==> src/rtl/adc_rd_pkg.sv <==
package adc_rd_pkg;

    // Controller states, visited in this fixed order.
    typedef enum logic [2:0] {
        ST_IDLE    = 3'd0,
        ST_START   = 3'd1,
        ST_RD_A    = 3'd2,
        ST_RD_B    = 3'd3,
        ST_CAPTURE = 3'd4
    } rd_state_e;

endpackage

==> src/rtl/bit_tally.sv <==
// Counts serial bits within one word and flags the final bit.
module bit_tally #(
    parameter int WORD_W = 16
) (
    input  logic clk,
    input  logic rst,
    input  logic clear,
    input  logic step,
    output logic last
);
    localparam int CNT_W = $clog2(WORD_W + 1);
    localparam logic [CNT_W-1:0] LAST_IDX = CNT_W'(WORD_W - 1);

    logic [CNT_W-1:0] cnt;

    always_ff @(posedge clk) begin
        if (rst || clear) begin
            cnt <= '0;
        end else if (step) begin
            cnt <= cnt + 1'b1;
        end
    end

    assign last = step && (cnt == LAST_IDX);

endmodule

==> src/rtl/serial_word_shifter.sv <==
// MSB-first serial-to-parallel shifter for one channel.
module serial_word_shifter #(
    parameter int WORD_W = 16
) (
    input  logic              clk,
    input  logic              rst,
    input  logic              shift_en,
    input  logic              din,
    output logic [WORD_W-1:0] word
);
    always_ff @(posedge clk) begin
        if (rst) begin
            word <= '0;
        end else if (shift_en) begin
            word <= {word[WORD_W-2:0], din};
        end
    end

endmodule

==> src/rtl/dual_adc_reader.sv <==
module dual_adc_reader
    import adc_rd_pkg::*;
#(
    parameter int WORD_W = 16
) (
    input  logic              clk,
    input  logic              rst,
    input  logic              adc_busy,
    input  logic              adc_sdata,
    output logic              adc_conv_start,
    output logic [WORD_W-1:0] sample_a,
    output logic [WORD_W-1:0] sample_b,
    output logic              sample_valid
);
    localparam int NUM_CH = 2;

    rd_state_e state;
    rd_state_e state_nx;

    logic              bit_last;
    logic              tally_step;
    logic              tally_clear;
    logic [NUM_CH-1:0] ch_shift;
    logic [WORD_W-1:0] ch_word [NUM_CH];

    // State register
    always_ff @(posedge clk) begin
        if (rst) begin
            state <= ST_IDLE;
        end else begin
            state <= state_nx;
        end
    end

    // Transition logic
    always_comb begin
        state_nx = state;
        unique case (state)
            ST_IDLE:    state_nx = ST_START;
            ST_START:   if (adc_busy) state_nx = ST_RD_A;
            ST_RD_A:    if (bit_last) state_nx = ST_RD_B;
            ST_RD_B:    if (bit_last) state_nx = ST_CAPTURE;
            ST_CAPTURE: state_nx = ST_IDLE;
            default:    state_nx = ST_IDLE;
        endcase
    end

    // Channel select: channel 0 reads first, channel 1 second.
    assign ch_shift[0] = (state == ST_RD_A);
    assign ch_shift[1] = (state == ST_RD_B);
    assign tally_step  = |ch_shift;
    assign tally_clear = !tally_step || bit_last;

    bit_tally #(.WORD_W(WORD_W)) u_tally (
        .clk   (clk),
        .rst   (rst),
        .clear (tally_clear),
        .step  (tally_step),
        .last  (bit_last)
    );

    for (genvar ch = 0; ch < NUM_CH; ch++) begin : g_chan
        serial_word_shifter #(.WORD_W(WORD_W)) u_shf (
            .clk      (clk),
            .rst      (rst),
            .shift_en (ch_shift[ch]),
            .din      (adc_sdata),
            .word     (ch_word[ch])
        );
    end

    // Output process
    always_comb begin
        adc_conv_start = (state == ST_IDLE);
    end

    always_ff @(posedge clk) begin
        if (rst) begin
            sample_a     <= '0;
            sample_b     <= '0;
            sample_valid <= 1'b0;
        end else begin
            sample_valid <= (state == ST_CAPTURE);
            if (state == ST_CAPTURE) begin
                sample_a <= ch_word[0];
                sample_b <= ch_word[1];
            end
        end
    end

endmodule

==> config.mk <==
export PLATFORM = sky130hd
export DESIGN_NAME = dual_adc_reader
export DESIGN_NICKNAME = d
export VERILOG_FILES = /design/src/rtl/adc_rd_pkg.sv /design/src/rtl/bit_tally.sv /design/src/rtl/serial_word_shifter.sv /design/src/rtl/dual_adc_reader.sv
export SDC_FILE = /design/constraint.sdc
export NUM_CORES = 1
export LEC_CHECK = 0
export BUFFER_PORTS_ARGS = -buffer_cell sky130_fd_sc_hd__buf_2
export CORE_AREA = 2 2 98 62
export DETAILED_ROUTE_END_ITERATION = 12
export DIE_AREA = 0 0 100 64
export PLACE_DENSITY = 0.74
export RECOVER_POWER = 25
export SYNTH_ARGS = -nofsm -noshare
export SYNTH_HDL_FRONTEND = slang
export SYNTH_SLANG_ARGS = --single-unit
==> constraint.sdc <==
create_clock -name clk -period 3.4 [get_ports clk]
set_clock_uncertainty 0.1 [all_clocks]
set_input_delay 0.85 -clock clk [delete_from_list [all_inputs] [get_ports clk]]
set_output_delay 0.85 -clock clk [all_outputs]
set_load 0.01 [all_outputs]
* After elaboration in Yosys (flattened, before gate mapping)
Index checks and enable logic that the tools add are counted.
Storage, ports and cells: register bits after elaboration 73, bits in latches 0, bits in writable memories 0, memories kept 0, memory bits (read-only) 0, bits of input ports 4
Cells by class: reduce and logical (&&, ||, !) cells 7, magnitude comparators 0, mux-type cells 4, bitwise operators 0, div/mod/pow operators 0, $mul 0, equal/unequal tests 8, shift operators 0, $add $sub $neg 1
Operators with widths (count):
- $pmux 3 s4 | 1
- $mux 3 | 3
- $eq 3x2->1 const B | 2
- $ne 2x2->1 const B | 3
- $add 5x1->5 const B | 1
- $eq 5x4->1 const B | 1
- $eq 3x1->1 const B | 1
- $eq 3x3->1 const B | 1
- $logic_not 3->1 | 1
- $reduce_and 3->1 | 1
- $logic_or 1x1->1 | 2
- $reduce_or 2->1 | 1
- $logic_and 1x1->1 | 1
- $logic_not 1->1 | 1

* Logic depth before layout (Yosys ltp)
word-level depth 5, depth in mapped cells 6

* Cells and area by module
A second synthesis with hierarchy kept.
Second synthesis, totals: cells, all modules 286, area, all modules 3083.0 um2
By module, submodules not included:
- dual_adc_reader | area each 1649.1 um2, cells an instance 157, times used 1
- serial_word_shifter | area each 580.6 um2, cells an instance 52, times used 2
- bit_tally | area each 272.8 um2, cells an instance 25, times used 1

* Worst setup path before layout
OpenSTA, ideal clock, no wires.
kind input-to-reg, start point in rst, end point reg sample_a[0], arrival 1571 ps, required time 3172 ps, slack 1602 ps, cell stages on the path 4, buffers on the path 3, library setup time 128 ps, cell sequence clkbuf_1 > buf_2 > clkbuf_1 > nor2_1
RTL lines:
- start, declared | RTL line dual_adc_reader.sv:7 | input logic rst,
- end signal, assigned | RTL line dual_adc_reader.sv:85 | sample_a <= ch_word[0];
- end, declared | RTL line dual_adc_reader.sv:11 | output logic [WORD_W-1:0] sample_a,
No word-level cell between the ends.

* Worst setup path after layout
start point reg state[1], end point reg g_chan[0].u_shf.word[0]
Between the ends: cells in the longest elaborated chain, start to end 1
RTL lines:
- start, declared | RTL line dual_adc_reader.sv:17 | rd_state_e state;
- start signal, assigned | RTL line dual_adc_reader.sv:31 | state <= state_nx;
- $eq 3x2->1 | RTL line dual_adc_reader.sv:49 | assign ch_shift[0] = (state == ST_RD_A);
- end signal, assigned | RTL line serial_word_shifter.sv:15 | word <= {word[WORD_W-2:0], din};
- end, declared | RTL line serial_word_shifter.sv:9 | output logic [WORD_W-1:0] word
Every way passes these cells. A chain may end at the register's enable or synchronous reset.

==> flow_metrics.py <==
metrics = {
    "setup_path": {
        "path_cells": "nor3b_1, nand2_1, a21oi_1",
        "r2r_cells": 3,
        "r2r_setup_slack_ns": 0.88,
        "crit_type": "reg -> reg",
        "critPathMaxFanout": 16,
        "r2r_start": "state[1]",
        "r2r-end": "g_chan[0].u_shf.word[0]",
        "worst_path_largest_cell_delay_ns": 1.43,
        "crit_required_ns": 3.57,
        "end_kind": "flip-flop",
        "cpMaxStageDelayCell": "nor3b_1",
        "cp_num_buf_inv": 0,
        "cp.arrival_ns": 2.69,
        "cpLargestDelayFamily": "simple AND/OR/NAND/NOR gates",
        "start_kind": "flip-flop",
    },
    "detailed_routing": {
        "firstDrtPassIters": 5,
        "via_per_inst": 4.832,
        "drc": 0,
        "vias": 1870,
        "drt_iter0_markers": 108,
        "ant_nets": 0,
        "post_drt_wl_per_cell_um": 12.36,
        "drt_wl_total_um": 4784,
    },
    "power_and_ir_drop": {
        "peakVddDrop_mv": 0.2857,
        "p_per_area_nw_per_um2": 515.3,
        "power.total_mw": 1.542,
        "p_leak_nw": 1.084,
    },
    "cells_and_area": {
        "final_core_util_pct": 54.74,
        "multiInputGateArea_um2": 1045,
        "drive_above_1_share_pct": 14.78,
        "fin_area_um2": 2992,
        "diodes": 0,
        "nFillCells": 518,
        "seq_area_um2": 1461,
        "areaGrowthSynthToFinish_pct": 12.78,
        "fin_nets": 319,
    },
    "min_path": {
        "hold_depth": 1,
        "worstHoldStart": "u_tally.cnt[0]",
        "hold-path-endpoint": "u_tally.cnt[0]",
        "min_path_type": "reg -> reg",
    },
    "grt": {
        "grt_overflow": 0,
        "first_global_vias": 1677,
        "grt_usage_pct": 16.32,
        "grt_start_max_net_pins": 57,
        "antenna_found_initial": 0,
        "grt_pass1_wl_um": 8024,
    },
    "timing": {
        "fin_crit_ns": 2.522,
        "slew_viol_final": 17,
        "setup_viol": 0,
        "fin_crit_sh_pct": 74.18,
        "fmax_mhz": 396.5,
        "slew_headroom_pct": -19.40,
        "tightest_slew_ns": 1.787,
        "hold_violations": 0,
        "tns_ns": 0,
        "rsz0062_at_grt": "false",
    },
    "clock_network": {
        "cts_resized": 0,
        "cts_buffers": 9,
        "cts_tree": "built",
        "cts-htree-levels": 3,
        "cts_buffer_depth": 2,
        "hold_buffers": 0,
        "clock_sinks": 73,
        "worstSkewPairLatency_ns": 0.34,
        "root_buffer": "clkbuf_8",
        "cts_setup_buffers": 0,
        "path_clk_slew_ns": 0.07,
    },
    "yosys": {
        "synth_area_um2": 2653,
        "synthCells": 284,
        "ys_types": 27,
        "ys_ff_latch": 73,
        "synth.yosys.seq_area_share_pct": 55.09,
        "synth_warnings": 0,
        "synth.avg_cell_area_um2": 9.340,
        "synth_fp_nets": 290,
    },
    "floorplanning": {
        "num_rows": 21,
        "die_w_um": 100,
        "fp.dieH_um": 64,
        "dieArea_um2": 6400,
        "pin_count": 38,
        "initial_core_util_pct": 48.53,
        "core-area_um2": 5465,
    },
    "run": {
        "drv_cap": 1,
    },
    "placed_design": {
        "place_area_um2": 2820,
        "portBuffers": 37,
        "dp_hpwl_um": 3062,
        "gp_congestion": 0.7175,
    },
    "run_status": {
        "status": "finished with violations",
        "violations": "capacitance limit, slew limit",
    },
}
==> cells in the mapped netlist <==
cell type	n	share of area, %
buf_2	4	0.75
nor3b_4	1	0.71
and3_1	1	0.24
nand3_1	1	0.19
a21oi_1	34	6.4
nand2b_1	1	0.24
clkbuf_1	7	0.99
ha_1	2	0.94
and2_1	1	0.24
clkbuf_2	1	0.19
inv_1	1	0.14
nor2_1	35	5.0
buf_4	4	1.1
nand3b_1	1	0.28
o21ai_0	1	0.19
dfxtp_1	73	55
a2111oi_0	1	0.33
nor3_1	4	0.75
nand2_1	65	9.2
and3b_1	2	0.66
or3b_1	1	0.33
nor2b_1	1	0.24
xnor2_1	2	0.66
nor3b_2	1	0.47
mux2i_1	32	12
buf_6	5	2.1
or3_1	2	0.47
==> sequential cells by signal, indices dropped and copies added, names as in the netlist <==
| register | count |
|---|---|
| sample_a | 16 |
| sample_b | 16 |
| u_tally.cnt | 5 |
| sample_valid | 1 |
| g_chan.u_shf.word | 32 |
| state | 3 |
==> area by class of cell <==
type | count | share of cell area, %
clock buffer | 14 | 6.106
clock inverter | 2 | 0.3346
inverter | 1 | 0.1255
multi-input combinational | 189 | 34.92
sequential | 73 | 48.85
tap | 69 | 2.886
timing repair buffer | 39 | 6.775
==> cell usage in the layout, fill, tap and decap left out, types with 2 or more instances in the layout <==
master / netlist / routed
a21oi_1: 34 / 34
and3b_1: 2 / 2
buf_2: 4 / 29
clkbuf_1: 7 / 9
clkbuf_8: 0 / 13
clkinv_2: 0 / 2
dfxtp_1: 73 / 73
ha_1: 2 / 2
mux2i_1: 32 / 32
nand2_1: 65 / 65
nor2_1: 35 / 35
nor3_1: 4 / 4
or3_1: 2 / 2
xnor2_1: 2 / 2
==> layer usage <==
metal  up-vias  part of all wire, %  track usage, %
li1        984                    -               -
met1       843                   53           22.34
met2        38                   41           22.72
met3         5                  5.1           6.346
met4         0                  1.1           7.192
met5         -                    0               0
==> worst reg2reg max path, stage by stage, from the launching register on <==
cell	delay (ns)
dfxtp_1	0.51
nor3b_1	1.43
nand2_1	0.20
a21oi_1	0.21
==> cells by family (layout without fill, tap and decap cells) <==
family          Yosys count  count (layout)  synth area share [%]
mux                      32              32                 12.08
fa+ha+maj                 2               2                0.9432
compound gates           36              36                 6.934
xor+xnor                  2               2                0.6605
flops                    73              73                 55.09
simple gates            117             117                 18.96
buf+inv                  22              56                 5.330
==> power breakdown <==
group	internal (mW)	switching (mW)
logic	0.00906	0.0309
clock network	0.343	0.293
registers	0.859	0.00699
total	1.21	0.331
==> metrics by stage <==
step	worst slack [ns]	std cells	hold slack (ns)
6_report	0.8778	387	0.3495
5_1_grt	0.6209	387	0.3872
4_1_cts	1.289	387	0.3538
3_5_place_dp	1.180	371	0.3393
3_3_place_gp	1.181	371	0.3294
2_1_floorplan	1.602	284	0.3176
==> worst max-delay path by stage <==
stage / start / end / slack (ns) / cells after the start
final: state[1] / g_chan[0].u_shf.word[0] / 0.88 / 3
after detailed placement: rst / g_chan[0].u_shf.word[0] / 1.18 / 3
after CTS: state[0] / adc_conv_start / 1.29 / 2
after floorplan: rst / sample_a[0] / 1.60 / 4
after global placement: rst / sample_a[3] / 1.18 / 3
after global routing: state[1] / g_chan[0].u_shf.word[0] / 0.62 / 3
(Power assumes the default switching activity.)
